**config.mk**
```make
export PLATFORM = sky130hd
export DESIGN_NAME = fan_pwm_gen
export DESIGN_NICKNAME = d
export VERILOG_FILES = /design/src/rtl/fpg_pkg.sv /design/src/rtl/fpg_prescaler.sv /design/src/rtl/fpg_period.sv /design/src/rtl/fpg_edge.sv /design/src/rtl/fan_pwm_gen.sv
export SDC_FILE = /design/constraint.sdc
export NUM_CORES = 1
export LEC_CHECK = 0
export ABC_CLOCK_PERIOD_IN_PS = 7200
export BUFFER_PORTS_ARGS = -buffer_cell sky130_fd_sc_hd__clkbuf_2
export CAP_MARGIN = 20
export CORE_MARGIN = 3
export CORE_UTILIZATION = 50
export DETAILED_ROUTE_END_ITERATION = 8
export GPL_TIMING_DRIVEN = 1
export PLACE_DENSITY = 0.7
export RECOVER_POWER = 50
export SLEW_MARGIN = 5
export SYNTH_ARGS = -nofsm -noshare
export SYNTH_HDL_FRONTEND = slang
export SYNTH_SLANG_ARGS = --single-unit
```
**constraint.sdc**
```tcl
create_clock -name clk -period 7.2 [get_ports clk]
set_input_delay 0 -clock clk [delete_from_list [all_inputs] [get_ports clk]]
set_output_delay 0 -clock clk [all_outputs]
set_load 0.03 [all_outputs]
```
**src/rtl/fpg_pkg.sv**
```systemverilog
package fpg_pkg;
    localparam int HI_W_DEF  = 3;
    localparam int LO_W_DEF  = 4;
    localparam int CNT_W_DEF = 8;
endpackage

```
**src/rtl/fpg_prescaler.sv**
```systemverilog
module fpg_prescaler #(
    parameter int HI_W = fpg_pkg::HI_W_DEF,
    parameter int LO_W = fpg_pkg::LO_W_DEF
) (
    input  logic            clk,
    input  logic            rst_n,
    input  logic            clr,
    input  logic            run,
    input  logic [HI_W-1:0] hi_code,
    input  logic [LO_W-1:0] lo_code,
    output logic            tick
);
    localparam int A_W = (1 << HI_W) - 1;
    localparam int B_W = LO_W + 1;

    typedef struct packed {
        logic [A_W-1:0] a;
        logic [B_W-1:0] b;
    } pre_t;

    pre_t           st_d, st_q;
    logic [A_W-1:0] a_lim;
    logic [B_W-1:0] b_lim;
    logic           a_term, b_term;

    always_comb begin
        a_lim  = ~({A_W{1'b1}} << hi_code);
        b_lim  = (lo_code == '0) ? '0 : ({lo_code, 1'b0} - B_W'(1));
        a_term = (st_q.a >= a_lim);
        b_term = (st_q.b >= b_lim);
        tick   = run && !clr && a_term && b_term;
        st_d   = st_q;
        if (clr) begin
            st_d = '0;
        end else if (run) begin
            if (a_term) begin
                st_d.a = '0;
                st_d.b = b_term ? '0 : st_q.b + B_W'(1);
            end else begin
                st_d.a = st_q.a + A_W'(1);
            end
        end
    end

    always_ff @(posedge clk or negedge rst_n) begin
        if (!rst_n) st_q <= '0;
        else        st_q <= st_d;
    end
endmodule

```
**src/rtl/fpg_period.sv**
```systemverilog
module fpg_period #(
    parameter int CNT_W = fpg_pkg::CNT_W_DEF
) (
    input  logic             clk,
    input  logic             rst_n,
    input  logic             en,
    input  logic             tick,
    input  logic [CNT_W-1:0] per_in,
    input  logic [CNT_W-1:0] rise_in,
    input  logic [CNT_W-1:0] fall_in,
    output logic [CNT_W-1:0] cnt,
    output logic [CNT_W-1:0] per_sh,
    output logic [CNT_W-1:0] rise_sh,
    output logic [CNT_W-1:0] fall_sh
);
    typedef struct packed {
        logic [CNT_W-1:0] cnt;
        logic [CNT_W-1:0] per;
        logic [CNT_W-1:0] rise;
        logic [CNT_W-1:0] fall;
    } per_t;

    per_t st_d, st_q;

    always_comb begin
        st_d = st_q;
        if (!en || (tick && st_q.cnt >= st_q.per)) begin
            st_d.cnt  = '0;
            st_d.per  = per_in;
            st_d.rise = rise_in;
            st_d.fall = fall_in;
        end else if (tick) begin
            st_d.cnt = st_q.cnt + CNT_W'(1);
        end
    end

    always_ff @(posedge clk or negedge rst_n) begin
        if (!rst_n) st_q <= '0;
        else        st_q <= st_d;
    end

    assign cnt     = st_q.cnt;
    assign per_sh  = st_q.per;
    assign rise_sh = st_q.rise;
    assign fall_sh = st_q.fall;
endmodule

```
**src/rtl/fpg_edge.sv**
```systemverilog
module fpg_edge #(
    parameter int CNT_W = fpg_pkg::CNT_W_DEF
) (
    input  logic             clk,
    input  logic             rst_n,
    input  logic             en,
    input  logic [CNT_W-1:0] cnt,
    input  logic [CNT_W-1:0] rise,
    input  logic [CNT_W-1:0] fall,
    output logic             pwm
);
    logic out_d, out_q;

    always_comb begin
        out_d = out_q;
        if (!en)                out_d = 1'b0;
        else if (rise == fall)  out_d = 1'b1;
        else if (cnt == rise)   out_d = 1'b1;
        else if (cnt == fall)   out_d = 1'b0;
    end

    always_ff @(posedge clk or negedge rst_n) begin
        if (!rst_n) out_q <= 1'b0;
        else        out_q <= out_d;
    end

    assign pwm = out_q;
endmodule

```
**src/rtl/fan_pwm_gen.sv**
```systemverilog
module fan_pwm_gen #(
    parameter int HI_W  = fpg_pkg::HI_W_DEF,
    parameter int LO_W  = fpg_pkg::LO_W_DEF,
    parameter int CNT_W = fpg_pkg::CNT_W_DEF
) (
    input  logic             clk,
    input  logic             rst_n,
    input  logic             clk_en,
    input  logic             port_en,
    input  logic [HI_W-1:0]  div_hi_code,
    input  logic [LO_W-1:0]  div_lo_code,
    input  logic [CNT_W-1:0] period,
    input  logic [CNT_W-1:0] rise_pt,
    input  logic [CNT_W-1:0] fall_pt,
    output logic             pwm_out
);
    logic             tick;
    logic [CNT_W-1:0] cnt_w, per_w, rise_w, fall_w;

    fpg_prescaler #(.HI_W(HI_W), .LO_W(LO_W)) u_pre (
        .clk(clk), .rst_n(rst_n), .clr(!port_en), .run(clk_en),
        .hi_code(div_hi_code), .lo_code(div_lo_code), .tick(tick)
    );

    fpg_period #(.CNT_W(CNT_W)) u_per (
        .clk(clk), .rst_n(rst_n), .en(port_en), .tick(tick),
        .per_in(period), .rise_in(rise_pt), .fall_in(fall_pt),
        .cnt(cnt_w), .per_sh(per_w), .rise_sh(rise_w), .fall_sh(fall_w)
    );

    fpg_edge #(.CNT_W(CNT_W)) u_edge (
        .clk(clk), .rst_n(rst_n), .en(port_en), .cnt(cnt_w),
        .rise(rise_w), .fall(fall_w), .pwm(pwm_out)
    );
endmodule

```
### Word level (Yosys, flattened, before mapping)

Cells that the tools add are included.
Widths: inputs -> output; s select.

* equal/unequal tests: 6
* $add $sub $neg: 4
* reductions and logical operators: 9
* shift operators: 1
* multiplexer cells: 12
* bitwise operators: 1
* magnitude comparators: 3

Operators by type and width (count)
* $eq 8x8->1: 3
* $mux 12: 2
* $mux 8: 2
* $mux 5: 3
* $add 8x1->8 const B: 1
* $ge 8x8->1: 1
* $add 7x1->7 const B: 1
* $ge 7x7->1: 1
* $mux 7: 1
* $not 7->7: 1
* $shl 7x3->7 const A: 1
* $add 5x1->5 const B: 1
* $ge 5x5->1: 1
* $sub 5x1->5 const B: 1
* $logic_and 1x1->1: 4
* $logic_not 4->1: 1
* $mux 1: 4
* $ne 4x1->1 const B: 1
* $ne 2x1->1 const B: 1
* $ne 2x2->1 const B: 1
* $reduce_and 2->1: 1
* $reduce_bool 2->1: 1
* $logic_not 1->1: 1
* $logic_or 1x1->1: 1

* input bits: 35
* output and inout bits: 1
* bits in registers: 45

### Logic depth before layout (Yosys ltp)

* word-level depth: 8
* depth in mapped cells: 12
* gate-level depth less buffers: 10

### By module

Synthesis repeated with hierarchy kept, for this count alone.

* cell total of the unflattened synthesis: 263
* area total of the unflattened synthesis: 2926.6 um^2

By module, submodules not included
* fpg_period: area an instance 1645.3 um^2, cells each 118, instances 1, seq. area each 800.8 um^2
* fpg_prescaler: area an instance 978.4 um^2, cells each 110, instances 1, seq. area each 300.3 um^2
* fpg_edge: area an instance 299.0 um^2, cells each 34, instances 1, seq. area each 25.0 um^2
* fan_pwm_gen: area an instance 3.8 um^2, cells each 1, instances 1, seq. area each 0.0 um^2

### Worst setup path before layout

Ideal clock, no wire load.

* path kind: in2reg
* start point: in div_lo_code[1]
* end point: reg u_per.st_q, in the netlist u_per.fall_sh[0]
* slack: 4.892 ns
* data arrival time: 2.183 ns
* path buffers: 2
* cell stages on the path: 11
* required time: 7.075 ns
* path through: or2_2 -> nand2b_1 -> ha_1 -> or3b_1 -> o2111ai_1 -> a21oi_2 -> a31o_1 -> buf_6 -> nand2_8 -> buf_12 -> mux2_4

* word-level cells in the longest chain between the ends: 6
* elaborated cells on any way between the ends: 7
* classes of those cells: add/sub (1); order compare (1); mux (1); reduce/logical (4)

RTL lines
* from (decl): RTL line fan_pwm_gen.sv:11 `input logic [LO_W-1:0] div_lo_code,`
* $sub 5x1->5 / $logic_not 4->1 (equally long branches): RTL line fpg_prescaler.sv:28 `b_lim = (lo_code == '0) ? '0 : ({lo_code, 1'b0} - B_W'(1));`
* $mux 5 *: RTL line fpg_prescaler.sv:28
* $ge 5x5->1 *: RTL line fpg_prescaler.sv:30 `b_term = (st_q.b >= b_lim);`
* $logic_and 1x1->1 *: RTL line fpg_prescaler.sv:31 `tick = run && !clr && a_term && b_term;`
* $logic_and 1x1->1 *: RTL line fpg_period.sv:27 `if (!en || (tick && st_q.cnt >= st_q.per)) begin`
* $logic_or 1x1->1 *: RTL line fpg_period.sv:27
* to (signal assigned): RTL line fpg_period.sv:39 `else st_q <= st_d;`
* to (decl): RTL line fpg_period.sv:23 `per_t st_d, st_q;`

Every way passes the cells marked *; elsewhere a longest branch is shown, timed or not.
A chain may end at the register's enable or synchronous reset.

### Worst setup path after layout

* start point: reg u_per.st_q, in the netlist u_per.cnt[0]
* end point: reg u_per.st_q, in the netlist u_per.per_sh[1]

* word-level cells in the longest chain between the ends: 3

RTL lines (RTL line)
* $ge 8x8->1: fpg_period.sv:27
* $logic_and 1x1->1: fpg_period.sv:27
* $logic_or 1x1->1: fpg_period.sv:27

Every way passes these cells.

==> results.toml <==
[setup_path]
worstSetupStartpointType = "register"
rr_worst_depth = 8
regToRegSetupSlack_ps = 4610
critical_path.reg2reg.startpoint = "u_per.cnt[0]"
critPathLaunch = "u_per.cnt[0]"
worst_setup_path_endpoint = "u_per.per_sh[1]"
criticalPathCategory = "reg -> reg"
cp.arrival_ps = 2770
worst_r2r_endpoint = "u_per.per_sh[1]"
path_max_fanout = 24
timing.critical_path.to_type = "register"
critPathRequiredTime_ps = 7380

[floorplan]
floorplan.initialDensity_pct = 54.0
die-height_um = 81.7
io_pins = 36
die-width_um = 81.7
dieArea_mm2 = 0.00667
placementRows = 26
core_mm2 = 0.00530

[drt]
vias = 2077
drt-total-wl_um = 5460
drt_antenna_net_count = 0
routed_length_per_instance_um = 13.9
drt-vias-per-instance = 5.30
drc = 0
drtIter0Drc = 49
number_of_search_and_repair_iterations_in_the_first_detailed_routing_pass = 4

[global_route]
grtUsageMet3_pct = 3.62
grt_first_pass_wirelength_um = 9550
gr-usage-met1_pct = 23.7
groute.usage.overall_pct = 18.7
grt_max_degree = 46
grt.busiest_layer = "met2"
antenna_found_initial = 0
use_met2_pct = 32.2
via_count_of_the_first_global_routing_pass = 2099
grt_overflow = 0

[place]
portBuffers = 35
detailed_place_hpwl_um = 3790
gpl_wtd_cong = 0.787
dp_cells = 359

[clock_tree]
numClockSinks = 45
cts_inserted_buffers = 5
cts.htree.levels = 2
cts.root.buffer_cell = "clkbuf_8"
clkLatencyLatePin_ps = 300
clk_pin_slew_ps = 90
cts_tree = "yes"
cts_setup_buffers = 0
clock_tree_buffer_depth = 2

[timing]
fin_worst_skew_ps = 6.16
clock.fmax_mhz = 386
layout_worst_path_cycle_share_pct = 36.0
grt_setup_unrepaired = "no"
timing.final.max_slew_violations = 46
report.final.hold_viol_count = 0
setup_viol = 0
sum_of_negative_setup_slack_ps = 0
worst_pin_slew_ps = 2430
max-slew-margin-rel_pct = -62.1
finalCriticalPeriod_ps = 2590

[job]
max_cap_viol_count = 1

[final_layout]
syn2layout_area_growth_pct = 20.1
fraction_of_final_layout_cells_with_drive_strength_greater_than_1_pct = 23.3
instances_no_fill = 392
final_nets = 379
insertedDiodeCount = 0

[outcome]
failed_checks = "max-capacitance violations, max-slew violations"
status = "finished with violations"

[power]
p_leak_nw = 1.70
vdd.ir_drop.worst_mv = 0.120
powerDensity_mw_per_mm2 = 187

[synthesis]
synth_edf_count = 0
yosysTopAreaCell = "dfrtp_1"
synth.net_count = 316
syn-cell-area_mm2 = 0.00286
synthesis.yosys.warnings = 0
synthesis.area_per_instance_um2 = 11.1
flip_flop_and_latch_count_after_synthesis = 45
yosysSeqAreaShare_pct = 39.4
synthDistinctLibCells = 43
most_used_dff_post_synth = "dfrtp_1"
synthArstFlopShare_pct = 100
yosys.area.top_type_share_pct = 39.4
synth_cells = 258
netlist_top_cells_area = "dfrtp_1, mux2_4, ha_1"

[min_path]
timing.hold.worst.class = "in -> reg"
[cell usage in the layout, fill, tap and decap left out, types with 3 or more instances in the layout]
| master | Yosys | routed |
|---|---|---|
| xnor2_1 | 9 | 9 |
| nor2b_1 | 7 | 7 |
| a22o_1 | 6 | 6 |
| nand2b_1 | 6 | 6 |
| dlygate4sd3_1 | 0 | 25 |
| clkbuf_2 | 0 | 35 |
| and3_1 | 5 | 5 |
| mux2_2 | 6 | 6 |
| nand2_1 | 9 | 9 |
| mux2_4 | 20 | 20 |
| nand3_1 | 6 | 6 |
| nor2_1 | 13 | 13 |
| nor4_1 | 4 | 4 |
| o21ai_0 | 16 | 16 |
| dfrtp_1 | 45 | 45 |
| xor2_1 | 19 | 19 |
| inv_1 | 13 | 13 |
| nand4_1 | 3 | 3 |
| ha_1 | 23 | 23 |
| clkbuf_8 | 0 | 6 |
| a21oi_1 | 12 | 12 |
| a211oi_1 | 3 | 3 |
[kinds of logic after synthesis]
family,count (synthesis),synth area share (%)
and+or+nand+nor,70,14.5
buffers and inverters,18,3.76
AOI/OAI and AO/OA,48,10.9
muxes,26,12.9
adders and majority gates,23,10.1
xor gates and xnor gates,28,8.57
DFF,45,39.4
[layout make-up]
class | instances | area, um2
fill | 418 | 1870
multi-input combinational | 195 | 1630
sequential | 45 | 1130
timing repair buffer | 61 | 429
tap | 70 | 87.6
clock buffer | 7 | 86.3
inverter | 13 | 48.8
clock inverter | 1 | 30.0
[how the worst min path moves through the flow]
stage | startpoint | end | cells past startpoint
6_report | port_en | u_pre.st_q[11] | 3
3_3_place_gp | rst_n | u_per.rise_sh[0] | 2
5_1_grt | port_en | u_pre.st_q[11] | 3
3_5_place_dp | rst_n | u_per.fall_sh[0] | 2
4_1_cts | port_en | u_pre.st_q[9] | 3
2_1_floorplan | rst_n | u_edge.pwm | 0
[Yosys cell counts, types with 2 or more instances]
master	count
xnor2_1	9
nand2b_1	6
or3_1	2
mux2_2	6
mux2_4	20
nand2_1	9
o21ai_0	16
ha_1	23
a21o_1	2
nor2_1	13
and3_1	5
or2_2	2
a21oi_1	12
nor2b_1	7
a22o_1	6
xor2_1	19
a211oi_1	3
or4_1	2
buf_12	2
nand4b_1	2
nand4_1	3
clkbuf_1	2
and2b_1	2
dfrtp_1	45
and4_1	2
inv_1	13
nor4_1	4
nand3_1	6
[sequential cells by signal, summed over array words and instances (netlist names)]
signal,count
u_per.cnt,8
u_per.per_sh,8
u_edge.pwm,1
u_per.rise_sh,8
u_pre.st_q,12
u_per.fall_sh,8
[report_power, final]
part / switching [mW] / leakage, nW / internal (mW)
registers: 0.0286 / 0.571 / 0.278
clock network: 0.0844 / 0.0585 / 0.113
logic: 0.0558 / 1.07 / 0.0819
[routing by layer]
layer | part of all wire (%) | vias up
met3 | 3.0 | 4
li1 | - | 1048
met2 | 51 | 34
met5 | 0 | -
met4 | 1.0 | 0
met1 | 45 | 991
[what timing repair did]
item / CTS / global route
hold buffers: 25 / 0
gates resized for setup: 0 / 0
hold endpoints to repair: 69 / 0
[critical path, cell delays in order (launching register included)]
cell	delay, ps
dfrtp_1	450
inv_1	110
ha_1	290
nand2b_1	160
a2111o_1	420
a31oi_1	220
o21ai_2	180
nand2_8	270
mux2_2	370
[through the flow]
stage          hold WS [ps]  util (%)  setup slack [ps]  instance area [um2]  total power, mW
6_report               24.7      64.8              4610                 3440            0.642
5_1_grt                43.3      64.8              4180                 3440            0.682
4_1_cts                20.0      64.9              4590                 3440            0.651
3_5_place_dp            125      58.0              4520                 3070            0.440
3_3_place_gp            120      58.0              4590                 3070            0.435
2_1_floorplan          -296         -              4890                 2860            0.404
No activity file was read; power rests on OpenSTA's default activity.
